## src/rtl/display_cmd_pkg.sv

```systemverilog
package display_cmd_pkg;

  localparam logic [3:0] ADR_NOP      = 4'h0;
  localparam logic [3:0] ADR_DECODE   = 4'h9;
  localparam logic [3:0] ADR_BRIGHT   = 4'hA;
  localparam logic [3:0] ADR_SCAN     = 4'hB;
  localparam logic [3:0] ADR_POWER    = 4'hC;
  localparam logic [3:0] ADR_LAMPTEST = 4'hF;

  localparam int BRIGHT_W = 4;

  // strobes from control to datapath, one system clock wide
  typedef struct packed {
    logic shiftEdge;    // rising serial clock seen
    logic presentEdge;  // falling serial clock seen
    logic commitEdge;   // rising load seen
    logic bitIn;        // sampled serial data
  } serStrobe_t;

endpackage

```

## src/rtl/display_cmd_ctrl.sv

```systemverilog
module display_cmd_ctrl
  import display_cmd_pkg::*;
(
  input  logic       clk,
  input  logic       rstN,
  input  logic       serClk,
  input  logic       serLoad,
  input  logic       serIn,
  output serStrobe_t strobe
);

  logic clkQ, clkPrev, loadQ, loadPrev, inQ;

  always_ff @(posedge clk or negedge rstN) begin
    if (!rstN) begin
      clkQ     <= 1'b0;
      clkPrev  <= 1'b0;
      loadQ    <= 1'b0;
      loadPrev <= 1'b0;
      inQ      <= 1'b0;
    end else begin
      clkQ     <= serClk;
      clkPrev  <= clkQ;
      loadQ    <= serLoad;
      loadPrev <= loadQ;
      inQ      <= serIn;
    end
  end

  always_comb begin
    strobe.shiftEdge   = clkQ & ~clkPrev;
    strobe.presentEdge = ~clkQ & clkPrev;
    strobe.commitEdge  = loadQ & ~loadPrev;
    strobe.bitIn       = inQ;
  end

endmodule

```

## src/rtl/display_cmd_dp.sv

```systemverilog
module display_cmd_dp
  import display_cmd_pkg::*;
#(
  parameter int FRAME_W = 16,
  parameter int DIGITS  = 8,
  parameter int DATA_W  = 8,
  localparam int SCAN_W = $clog2(DIGITS)
) (
  input  logic                     clk,
  input  logic                     rstN,
  input  serStrobe_t               strobe,
  output logic                     serOut,
  output logic [DIGITS*DATA_W-1:0] digitBus,
  output logic [DATA_W-1:0]        decodeMode,
  output logic [BRIGHT_W-1:0]      intensity,
  output logic [SCAN_W-1:0]        scanLimit,
  output logic                     displayOn,
  output logic                     testOn
);

  localparam int ADDR_LO = DATA_W;

  logic [FRAME_W-1:0] frameReg;
  logic [3:0]         addrSel;
  logic [DATA_W-1:0]  dataByte;

  assign addrSel  = frameReg[ADDR_LO +: 4];
  assign dataByte = frameReg[DATA_W-1:0];

  // shift register and chain output
  always_ff @(posedge clk or negedge rstN) begin
    if (!rstN) begin
      frameReg <= '0;
      serOut   <= 1'b0;
    end else begin
      if (strobe.shiftEdge)
        frameReg <= {frameReg[FRAME_W-2:0], strobe.bitIn};
      if (strobe.presentEdge)
        serOut <= frameReg[FRAME_W-1];
    end
  end

  // digit registers
  for (genvar g = 0; g < DIGITS; g++) begin : gDigit
    logic [DATA_W-1:0] digitReg;
    always_ff @(posedge clk or negedge rstN) begin
      if (!rstN)
        digitReg <= '0;
      else if (strobe.commitEdge && addrSel == 4'(g + 1))
        digitReg <= dataByte;
    end
    assign digitBus[g*DATA_W +: DATA_W] = digitReg;
  end

  // control registers
  always_ff @(posedge clk or negedge rstN) begin
    if (!rstN) begin
      decodeMode <= '0;
      intensity  <= '0;
      scanLimit  <= '0;
      displayOn  <= 1'b0;
      testOn     <= 1'b0;
    end else if (strobe.commitEdge) begin
      case (addrSel)
        ADR_DECODE:   decodeMode <= dataByte;
        ADR_BRIGHT:   intensity  <= dataByte[BRIGHT_W-1:0];
        ADR_SCAN:     scanLimit  <= dataByte[SCAN_W-1:0];
        ADR_POWER:    displayOn  <= dataByte[0];
        ADR_LAMPTEST: testOn     <= dataByte[0];
        default:      ;
      endcase
    end
  end

endmodule

```

## src/rtl/display_cmd_rx.sv

```systemverilog
module display_cmd_rx
  import display_cmd_pkg::*;
#(
  parameter int FRAME_W = 16,
  parameter int DIGITS  = 8,
  parameter int DATA_W  = 8,
  localparam int SCAN_W = $clog2(DIGITS)
) (
  input  logic                     clk,
  input  logic                     rstN,
  input  logic                     serClk,
  input  logic                     serLoad,
  input  logic                     serIn,
  output logic                     serOut,
  output logic [DIGITS*DATA_W-1:0] digitBus,
  output logic [DATA_W-1:0]        decodeMode,
  output logic [BRIGHT_W-1:0]      intensity,
  output logic [SCAN_W-1:0]        scanLimit,
  output logic                     displayOn,
  output logic                     testOn
);

  serStrobe_t strobe;

  display_cmd_ctrl u_ctrl (
    .clk     (clk),
    .rstN    (rstN),
    .serClk  (serClk),
    .serLoad (serLoad),
    .serIn   (serIn),
    .strobe  (strobe)
  );

  display_cmd_dp #(
    .FRAME_W (FRAME_W),
    .DIGITS  (DIGITS),
    .DATA_W  (DATA_W)
  ) u_dp (
    .clk        (clk),
    .rstN       (rstN),
    .strobe     (strobe),
    .serOut     (serOut),
    .digitBus   (digitBus),
    .decodeMode (decodeMode),
    .intensity  (intensity),
    .scanLimit  (scanLimit),
    .displayOn  (displayOn),
    .testOn     (testOn)
  );

endmodule

```

## config.mk

```make
export PLATFORM = sky130hd
export DESIGN_NAME = display_cmd_rx
export DESIGN_NICKNAME = d
export VERILOG_FILES = /design/src/rtl/display_cmd_pkg.sv /design/src/rtl/display_cmd_ctrl.sv /design/src/rtl/display_cmd_dp.sv /design/src/rtl/display_cmd_rx.sv
export SDC_FILE = /design/constraint.sdc
export NUM_CORES = 1
export LEC_CHECK = 0
export CORE_MARGIN = 2
export CORE_UTILIZATION = 25
export DETAILED_ROUTE_END_ITERATION = 8
export PLACE_DENSITY = 0.49
export REMOVE_ABC_BUFFERS = 1
export SYNTH_ARGS = -nofsm -noshare
export SYNTH_HDL_FRONTEND = slang
export SYNTH_HIERARCHICAL = 1
export SYNTH_SLANG_ARGS = --single-unit
```

## constraint.sdc

```tcl
create_clock -name clk -period 1.81 [get_ports clk]
set_input_delay 0.362 -clock clk [delete_from_list [all_inputs] [get_ports clk]]
set_output_delay 0.362 -clock clk [all_outputs]
set_load 0.01 [all_outputs]
```

# == Word level (Yosys, flattened, before mapping) ==
# Cells that the tools add are included.
# totals
register_bits,103
input_bits,5
elab_cells,52
# op_classes
n_eq_ne,13
n_bitwise,6
n_reduce_logical,13
# ops
op,n
$eq 4x4->1 const B,6
$eq 4x3->1 const B,4
$reduce_and 2->1,5
$eq 4x2->1 const B,2
$logic_and 1x1->1,8
$eq 4x1->1 const B,1
$and 1x1->1,3
$not 1->1,3

# == Longest topological paths before layout ==
# Gate-level depths: netlist (run 1).
# logic_depth
ltp_word,3
depth_mapped,5
depth_no_buf,4

# == By module ==
# Netlist (run 1), hierarchy kept.
# modules_own_cells
module,n_inst,cells_each,area_per_inst_um2
display_cmd_dp,1,232,3801.1
display_cmd_ctrl,1,9,153.9

# == Least setup slack after synthesis (run 1) ==
# No wires, ideal clock.
# synth_timing
kind,register to register
startpoint,register u_ctrl.loadPrev
endpoint,register u_dp.gDigit[2].digitReg[0]
t_arrival_ps,1635
required_time_ps,1685
setup_slack_ps,50
stages_incl_launch_ff,6
n_path_buf,1
period_less_slack_ps,1760
cell_sequence,dfrtp_1 nor2b_1 nor3b_2 and3_1 buf_2 mux2_2
# synth_rtl
element,line,text
"start, declared",display_cmd_ctrl.sv:12,"logic clkQ, clkPrev, loadQ, loadPrev, inQ;"
"start signal, assigned",display_cmd_ctrl.sv:25,loadPrev <= loadQ;
"end signal, assigned",display_cmd_dp.sv:50,digitReg <= dataByte;
"end, declared",display_cmd_dp.sv:45,logic [DATA_W-1:0] digitReg;

# == Final worst setup path (run 1) ==
# layout_timing
startpoint,register u_dp.gDigit[3].digitReg[0]
endpoint,output digitBus[24]
# layout_rtl
element,line,text
"start, declared",display_cmd_dp.sv:45,
"start signal, assigned",display_cmd_dp.sv:50,
"end, declared",display_cmd_rx.sv:15,"output logic [DIGITS*DATA_W-1:0] digitBus,"
# No word-level cell between the ends.

==> flow_metrics.env, run 1 <==
export IMPL_yosys_warnings=6
export IMPL_wire_per_inst_um=16.6
export IMPL_syn_area_um2=3960
export IMPL_drtIter0Drc=69
export IMPL_critical_path_buf_inv_count=1
export IMPL_p_leak_uw=0.00250
export IMPL_finalMaxSlewViolations=0
export IMPL_final_nets=338
export IMPL_power_internal_uw=5810
export IMPL_antenna_left=0
export IMPL_grt_max_degree=104
export IMPL_slew_headroom_pct=58.8
export IMPL_diodes=0
export IMPL_clkPwrFrac_pct=22.8
export IMPL_ios=87
export IMPL_rsz0062_at_grt="false"
export IMPL_ir_drop_mv=0.511
export IMPL_tightest_slew_ps=619
export IMPL_netSwitchingFraction_pct=29.8
export IMPL_grt_pass1_vias=2345
export IMPL_period_needed_ps=1650
export IMPL_syn_area_per_cell_um2=16.4
export IMPL_grt_pass1_wl_um=14000
export IMPL_fp_row_count=45
export IMPL_netlist_cell_type_count=21
export IMPL_status="completed"
export IMPL_cp_required_ps=1450
export IMPL_synth_seq_cells=103
export IMPL_cts_buffer_depth=2
export IMPL_skew_ps=5.88
export IMPL_synth_mux_area_share_pct=28.7
export IMPL_drive_gt1_share_pct=38.5
export IMPL_initial_utilization_pct=25.8
export IMPL_drv_cap=0
export IMPL_crit_path_top_delay_cell="clkdlybuf4s50_1"
export IMPL_max_clock_freq_mhz=607
export IMPL_crit_arrival_ps=1290
export IMPL_cts_buffers=9
export IMPL_finalWirelength_um=9090
export IMPL_ctsHtreeMaxLevel=3
export IMPL_gp_congestion=0.702
export IMPL_synth_top_family_by_area="multiplexers"
export IMPL_dieArea_um2=16800
export IMPL_place_area_um2=5120
export IMPL_drcViolationCount=0
export IMPL_cp_slowest_stage_delay_ps=550
export IMPL_area_delta_synth_final_pct=37.5
export IMPL_cts_tree="done"
export IMPL_coreArea_um2=15300
export IMPL_fin_setup_tns_ps=0
export IMPL_synth_xor_area_share_pct=0
export IMPL_crit_chain="clkdlybuf4s50_1"
export IMPL_io_buffers=86
export IMPL_syn_inst=241
export IMPL_antenna_found_initial=0
export IMPL_hold_violations=0
export IMPL_path_class="reg2out"
export IMPL_synthSimpleGateAreaFrac_pct=4.27
export IMPL_power_switching_uw=2470
export IMPL_p_seq_share_pct=46.0
export IMPL_cts_sinks=103
export IMPL_endpoint_kind="output port"
export IMPL_drt_first_pass_iters=4
export IMPL_setup_violations=0
export IMPL_synth_compound_area_share_pct=0
export IMPL_combPwrFrac_pct=31.2
export IMPL_die_y_um=130
export IMPL_clkTransAtPathRegs_ps=70
export IMPL_cp_max_fo=2
export IMPL_worstSkewPairLatency_ps=340
export IMPL_clockRootBuffer="clkbuf_16"
export IMPL_vias=2257
export IMPL_hpwl_um=5940
export IMPL_die_w_um=130
export IMPL_startpoint_type="flip-flop"
export IMPL_powerDensity_nw_per_um2=1520
export IMPL_worst_path_dominant_cell_family="buffers and inverters"
export IMPL_hold_path_class="in2async"
export IMPL_detail_route_vias_per_cell=4.11
export IMPL_ys_seq_area_share_pct=65.2
export IMPL_synthAdderAreaFrac_pct=0
export IMPL_design_area_um2=5440
export IMPL_track_usage_pct=11.4
export IMPL_min_period_over_period_pct=91.1
export IMPL_overflow=0
power by group through the flow:
stage / Sequential, uW / Clock [uW] / Combinational [uW]
final: 3810 / 1890 / 2580
after global routing: 3950 / 2060 / 2770
after CTS: 3850 / 1970 / 2630
after detailed placement: 3890 / 0 / 2610
after global placement: 3870 / 0 / 2590
after floorplan: 3860 / 0 / 901
synthesized netlist by cell type:
| library cell | count | share of area (%) |
|---|---|---|
| mux2_1 | 8 | 2.3 |
| nor2b_1 | 2 | 0.32 |
| nor3b_2 | 1 | 0.32 |
| nand2_1 | 1 | 0.095 |
| nor2_1 | 3 | 0.28 |
| nor2_2 | 4 | 0.63 |
| dfrtp_1 | 103 | 65 |
| nand3b_4 | 2 | 1.0 |
| buf_1 | 1 | 0.095 |
| nand3_1 | 1 | 0.13 |
| buf_2 | 3 | 0.38 |
| nand2b_1 | 3 | 0.47 |
| clkbuf_1 | 11 | 1.0 |
| mux2_4 | 8 | 3.0 |
| and3_1 | 1 | 0.16 |
| nand3b_1 | 1 | 0.19 |
| mux2_2 | 82 | 23 |
| buf_4 | 2 | 0.38 |
| nor3_1 | 1 | 0.13 |
| or3_1 | 2 | 0.32 |
| and2b_2 | 1 | 0.22 |
metal layers:
layer / wire length, um / up-vias / track usage, %
li1: - / 1018 / -
met1: 4040 / 1180 / 14.5
met2: 4410 / 49 / 17.8
met3: 497 / 10 / 3.69
met4: 136 / 0 / 5.12
met5: 0 / - / 0
sequential cells by signal, indices dropped and copies added, names as in the netlist, 3 cells and up:
name	flops
u_dp/gDigit.digitReg	64
u_dp/scanLimit	3
u_dp/frameReg	16
u_dp/decodeMode	8
u_dp/intensity	4
final timing paths:
| path | start | to | slack [ps] | depth (start not counted) |
|---|---|---|---|---|
| hold / removal | rstN | u_dp/gDigit[6].digitReg[2] | 10 | 2 |
| min in group clk | u_ctrl/loadQ | u_ctrl/loadPrev | 380 | 0 |
| hold reg to reg | u_ctrl/loadQ | u_ctrl/loadPrev | 380 | 0 |
| setup / recovery | u_dp/gDigit[3].digitReg[0] | digitBus[24] | 160 | 1 |
| setup reg to reg | u_ctrl/loadQ | u_dp/gDigit[4].digitReg[4] | 170 | 7 |
| max in group asynchronous | rstN | u_dp/decodeMode[6] | 1270 | 2 |
cells in the final DEF, fill, tap and decap left out, drive strengths merged:
master / count
or3: 2
nand3: 1
nand2: 1
clkinv: 2
and2b: 1
clkinvlp: 2
nor2b: 2
nand2b: 3
dfrtp: 103
mux2: 98
nor2: 7
and3: 1
clkdlybuf4s50: 85
nor3b: 1
nor3: 1
nand3b: 3
buf: 13
clkbuf: 12
cell families after synthesis:
family                 count (synthesis)
DFF                                  103
muxes                                 98
and+or+nand+nor                       23
buffers and inverters                 17
final cells by class:
cell class / instances / area (um2)
Multi-Input combinational cell: 121 / 1320
Timing Repair Buffer: 98 / 986
Sequential cell: 103 / 2580
Tap cell: 211 / 264
Clock buffer: 12 / 267
Fill cell: 1512 / 9880
Clock inverter: 4 / 28.8
metrics by stage:
step	utilization, %	hold WS, ps	std cells	worst slack [ps]	total power [uW]
CTS	35.4	99.9	548	92.9	8440
floorplan	-	66.4	224	5.78	4760
finish	35.5	9.63	549	162	8280
detailed placement	33.4	364	532	-0.819	6500
global placement	33.4	358	532	46.3	6460
global route	35.5	122	549	42.6	8770
what timing repair did:
action                     in CTS  in global routing
hold buffers                    0                  0
setup endpoints to repair      11                 12
resized for setup               2                  1
setup buffers                   0                  1
gates cloned                    0                  0
(Power assumes the default switching activity.)
==> run 2, diff against run 1 <==
CELL_PAD_IN_SITES_DETAIL_PLACEMENT = 2   (was default)
CELL_PAD_IN_SITES_GLOBAL_PLACEMENT = 2   (was default)
PLACE_DENSITY = 0.64   (was 0.49)
==> run 2 against run 1 <==
Global-route usage rose by 0.74 points. Wire length rose by 4.1%. Sequential cell count did not move. Final cell count fell by 0.18%. Combinational power barely moved. Utilization fell by 0.23 points. Clock power fell by 10%. Worst hold slack improved by 360 ps. Worst setup slack improved by 9.7 ps. First-iteration DRC count fell by 8.7%. Critical endpoint is now digitBus[26].
==> flow_metrics.env, run 2 (same netlist as run 1, synthesis figures left out) <==
export IMPL_track_usage_pct=12.2
export IMPL_pre_cts_slack_ps=9.89
export IMPL_ctsHtreeMaxLevel=3
export IMPL_max_clock_freq_mhz=610
export IMPL_drive_gt1_share_pct=36.8
export IMPL_min_period_over_period_pct=90.5
export IMPL_wire_per_inst_um=17.3
export IMPL_critical_path_buf_inv_count=1
export IMPL_fin_setup_tns_ps=0
export IMPL_drt_first_pass_iters=4
export IMPL_vias=2288
export IMPL_path_class="reg2out"
export IMPL_regMostFlops="u_dp/gDigit.digitReg"
export IMPL_area_delta_synth_final_pct=36.6
export IMPL_clkTransAtPathRegs_ps=60
export IMPL_io_buffers=86
export IMPL_drcViolationCount=0
export IMPL_dieArea_um2=16800
export IMPL_drtIter0Drc=63
export IMPL_gp_congestion=0.727
export IMPL_clockRootBuffer="clkbuf_16"
export IMPL_skew_ps=5.89
export IMPL_initial_utilization_pct=25.8
export IMPL_finalWirelength_um=9460
export IMPL_grt_pass1_vias=2565
export IMPL_ir_drop_mv=0.379
export IMPL_diodes=0
export IMPL_grt_pass1_wl_um=15100
export IMPL_fp_row_count=45
export IMPL_p_total_uw=8140
export IMPL_drv_cap=0
export IMPL_tightest_slew_ps=672
export IMPL_cts_buffer_depth=2
export IMPL_grt_util_met3_pct=3.49
export IMPL_detail_route_vias_per_cell=4.18
export IMPL_crit_path_top_delay_cell="clkdlybuf4s50_1"
export IMPL_cts_tree="done"
export IMPL_setup_ws_ps=171
export IMPL_setup_violations=0
export IMPL_grt_max_degree=34
export IMPL_hold_path_class="reg2reg"
export IMPL_slew_headroom_pct=55.2
export IMPL_crit_arrival_ps=1280
export IMPL_largest_register_ffs=64
export IMPL_cts_buffers=9
export IMPL_final_common_cell="dfrtp_1"
export IMPL_die_w_um=130
export IMPL_hold_violations=0
export IMPL_top_regs="u_dp/gDigit.digitReg x64, u_dp/frameReg x16, u_dp/decodeMode x8"
export IMPL_final_nets=339
export IMPL_grt_use_met1_pct=15.9
export IMPL_rsz0062_at_grt="false"
export IMPL_layout_common_cells="103 x dfrtp_1, 85 x clkdlybuf4s50_1, 82 x mux2_2"
export IMPL_status="completed"
export IMPL_reg2reg_slack_ps=180
export IMPL_cp_slowest_stage_delay_ps=550
export IMPL_hpwl_um=6520
export IMPL_worst_path_dominant_cell_family="buffers and inverters"
export IMPL_cts_setup_buffers=0
export IMPL_antenna_left=0
export IMPL_utilization_pct=35.3
export IMPL_grtUsageMet2_pct=19.3
export IMPL_cp_max_fo=2
export IMPL_period_needed_ps=1640
export IMPL_overflow=0
export IMPL_finalMaxSlewViolations=0
export IMPL_ios=87
export IMPL_cts_sinks=103
export IMPL_worstSkewPairLatency_ps=340
export IMPL_grt_busiest_layer="met2"
export IMPL_powerDensity_nw_per_um2=1510
export IMPL_p_leak_uw=0.00248
export IMPL_die_y_um=130
export IMPL_cp_required_ps=1450
export IMPL_startpoint_type="flip-flop"
export IMPL_crit_chain="clkdlybuf4s50_1"
export IMPL_coreArea_um2=15300
export IMPL_antenna_found_initial=0
export IMPL_endpoint_kind="output port"
-- run 2: metal layers --
layer,wire [um],part of all wire (%),vias to the layer above
met3,560,5.9,10
met4,129,1.4,0
li1,-,-,1016
met5,0,0,-
met1,4230,45,1201
met2,4540,48,61
-- run 2: path summary, 6_finish.rpt --
path,from,end,cells after the start
max,u_dp/gDigit[3].digitReg[2],digitBus[26],1
min,u_ctrl/loadQ,u_ctrl/loadPrev,0
max reg2reg,u_ctrl/loadPrev,u_dp/gDigit[2].digitReg[0],5
min reg2reg,u_ctrl/loadQ,u_ctrl/loadPrev,0
max in group asynchronous,rstN,u_dp/gDigit[2].digitReg[7],3
min in group asynchronous,rstN,u_dp/gDigit[6].digitReg[2],2
-- run 2: layout make-up --
cell class | count | area (um2)
Sequential cell | 103 | 2580
Clock inverter | 1 | 7.51
Tap cell | 211 | 264
Clock buffer | 13 | 240
Fill cell | 1568 | 9910
Timing Repair Buffer | 99 | 996
Multi-Input combinational cell | 121 | 1320
-- run 2: through the flow --
step                      cells  cell area, um2  hold WS (ps)
after floorplan             224            3880          66.4
after global placement      533            5130           324
after detailed placement    533            5130           328
after CTS                   548            5390           373
after global routing        548            5400           390
final                       548            5400           368
-- run 2: what timing repair did --
action / 4_1_cts / 5_1_grt
hold endpoints to repair: 27 / 0
endpoints found under the setup margin: 1 / 19
resized for setup: 1 / 3
hold buffers: 1 / 0
-- run 2: power breakdown --
part | internal (uW) | switching (uW) | total [uW]
Combinational | 1720 | 867 | 2590
Clock | 920 | 779 | 1700
Sequential | 3050 | 809 | 3860
==> run 3, diff against run 2 <==
CORE_UTILIZATION = 32   (was 25)
PLACE_DENSITY = 0.78   (was 0.64)
==> run 3 against run 2 <==
Clock skew is essentially flat. Via count is essentially flat. Die area shrank 21%. Critical path type is now reg2reg. First-iteration DRC count grew 16%.
==> flow_metrics.env, run 3 (same netlist as run 1, synthesis figures left out) <==
export IMPL_final_common_cell="dfrtp_1"
export IMPL_initial_utilization_pct=32.8
export IMPL_p_leak_uw=0.00250
export IMPL_p_total_uw=8600
export IMPL_track_usage_pct=15.6
export IMPL_tightest_slew_ps=632
export IMPL_finalWirelength_um=9570
export IMPL_top_regs="u_dp/gDigit.digitReg x64, u_dp/frameReg x16, u_dp/decodeMode x8"
export IMPL_hpwl_um=6330
export IMPL_final_cells=500
export IMPL_drt_first_pass_iters=3
export IMPL_grt_pass1_vias=2611
export IMPL_min_period_over_period_pct=93.0
export IMPL_area_delta_synth_final_pct=35.6
export IMPL_ios=87
export IMPL_clockRootBuffer="clkbuf_16"
export IMPL_cts_buffer_depth=2
export IMPL_max_clock_freq_mhz=594
export IMPL_cp_required_ps=2040
export IMPL_fp_row_count=40
export IMPL_ir_drop_mv=0.592
export IMPL_rr_endpoint="u_dp/gDigit[2].digitReg[2]"
export IMPL_endpoint_kind="flip-flop"
export IMPL_worstSkewPairLatency_ps=340
export IMPL_setup_violations=0
export IMPL_cts_tree="done"
export IMPL_grt_pass1_wl_um=15200
export IMPL_vias=2290
export IMPL_skew_ps=6.26
export IMPL_hold_path_class="in2async"
export IMPL_cts_buffers=9
export IMPL_regMostFlops="u_dp/gDigit.digitReg"
export IMPL_drcViolationCount=0
export IMPL_final_nets=333
export IMPL_ctsHtreeMaxLevel=3
export IMPL_gp_congestion=0.692
export IMPL_wire_per_inst_um=19.1
export IMPL_cts_setup_buffers=0
export IMPL_grt_max_degree=104
export IMPL_die_y_um=115
export IMPL_antenna_left=0
export IMPL_rsz0062_at_grt="false"
export IMPL_clkTransAtPathRegs_ps=70
export IMPL_powerDensity_nw_per_um2=1600
export IMPL_slew_headroom_pct=57.8
export IMPL_cp_max_fo=8
export IMPL_crit_arrival_ps=1910
export IMPL_largest_register_ffs=64
export IMPL_r2r_start="u_ctrl/loadQ"
export IMPL_fin_setup_tns_ps=0
export IMPL_cts_sinks=103
export IMPL_status="completed"
export IMPL_drtIter0Drc=73
export IMPL_period_needed_ps=1680
export IMPL_path_class="reg2reg"
export IMPL_place_inst=485
export IMPL_overflow=0
export IMPL_coreArea_um2=12100
export IMPL_hold_violations=0
export IMPL_detail_route_vias_per_cell=4.58
export IMPL_startpoint_type="flip-flop"
export IMPL_drv_cap=0
export IMPL_hold_ws_ps=55.0
export IMPL_die_w_um=115
export IMPL_reg2reg_slack_ps=130
export IMPL_io_buffers=86
export IMPL_drive_gt1_share_pct=37.7
export IMPL_finalMaxSlewViolations=0
export IMPL_ff2ff_path_depth=5
export IMPL_dieArea_um2=13300
export IMPL_antenna_found_initial=0
export IMPL_layout_common_cells="103 x dfrtp_1, 85 x clkdlybuf4s50_1, 82 x mux2_2"
export IMPL_diodes=0
==> run 3: cell count changes in the layout (fill, tap and decap cells not counted), sizes merged <==
cell / delta
buf: -5
bufinv: +2
clkinvlp: -1
clkinv: +1
dlygate4sd3: -1
clkbuf: -1
==> run 3: power by group <==
group	switching, uW	internal [uW]
combinational	893	1710
clock	815	1320
sequential	823	3050
==> run 3: how the worst max path moves through the flow <==
stage                                from                    endpoint  slack (ps)
after floorplan           u_ctrl/loadPrev  u_dp/gDigit[3].digitReg[1]           6
after global placement    u_ctrl/loadPrev  u_dp/gDigit[2].digitReg[1]          10
after detailed placement  u_ctrl/loadPrev  u_dp/gDigit[2].digitReg[2]         -30
after CTS                    u_ctrl/loadQ  u_dp/gDigit[3].digitReg[3]           9
after global routing         u_ctrl/loadQ  u_dp/gDigit[2].digitReg[2]           6
final                        u_ctrl/loadQ  u_dp/gDigit[2].digitReg[2]         130
==> run 3: per-stage QoR <==
| stage | util (%) | worst slack, ps | area (um2) |
|---|---|---|---|
| global placement | 41.6 | 10.2 | 5010 |
| detailed placement | 41.6 | -30.3 | 5010 |
| global route | 44.5 | 5.99 | 5360 |
| CTS | 44.3 | 8.67 | 5350 |
| finish | 44.5 | 126 | 5360 |
| floorplan | - | 5.78 | 3880 |
==> run 3: critical path, cell delays in order, from the launching register on <==
cell,delay [ps]
dfrtp_1,350
nor2b_1,130
buf_4,150
nor3b_2,280
and3_4,300
mux2_2,350
==> run 3: layout make-up <==
| class | count | area [um2] |
|---|---|---|
| sequential | 103 | 2580 |
| clock buffer | 12 | 267 |
| timing repair buffer | 93 | 923 |
| fill | 1157 | 6700 |
| clock inverter | 3 | 65.1 |
| tap | 168 | 210 |
| multi-input combinational | 121 | 1320 |
==> run 3: metal layers <==
layer | up-vias | share of wire, % | GRT usage (%)
met5 | - | 0 | 0
li1 | 1014 | - | -
met4 | 0 | 0.94 | 3.86
met1 | 1208 | 45 | 19.9
met3 | 8 | 4.6 | 5.01
met2 | 60 | 50 | 25.8
==> run 3: repair_timing <==
| action | 4_1_cts | 5_1_grt |
|---|---|---|
| hold buffers | 0 | 0 |
| cloned | 0 | 0 |
| gates resized for setup | 1 | 4 |
| setup endpoints to repair | 6 | 24 |
| pin swaps | 0 | 0 |
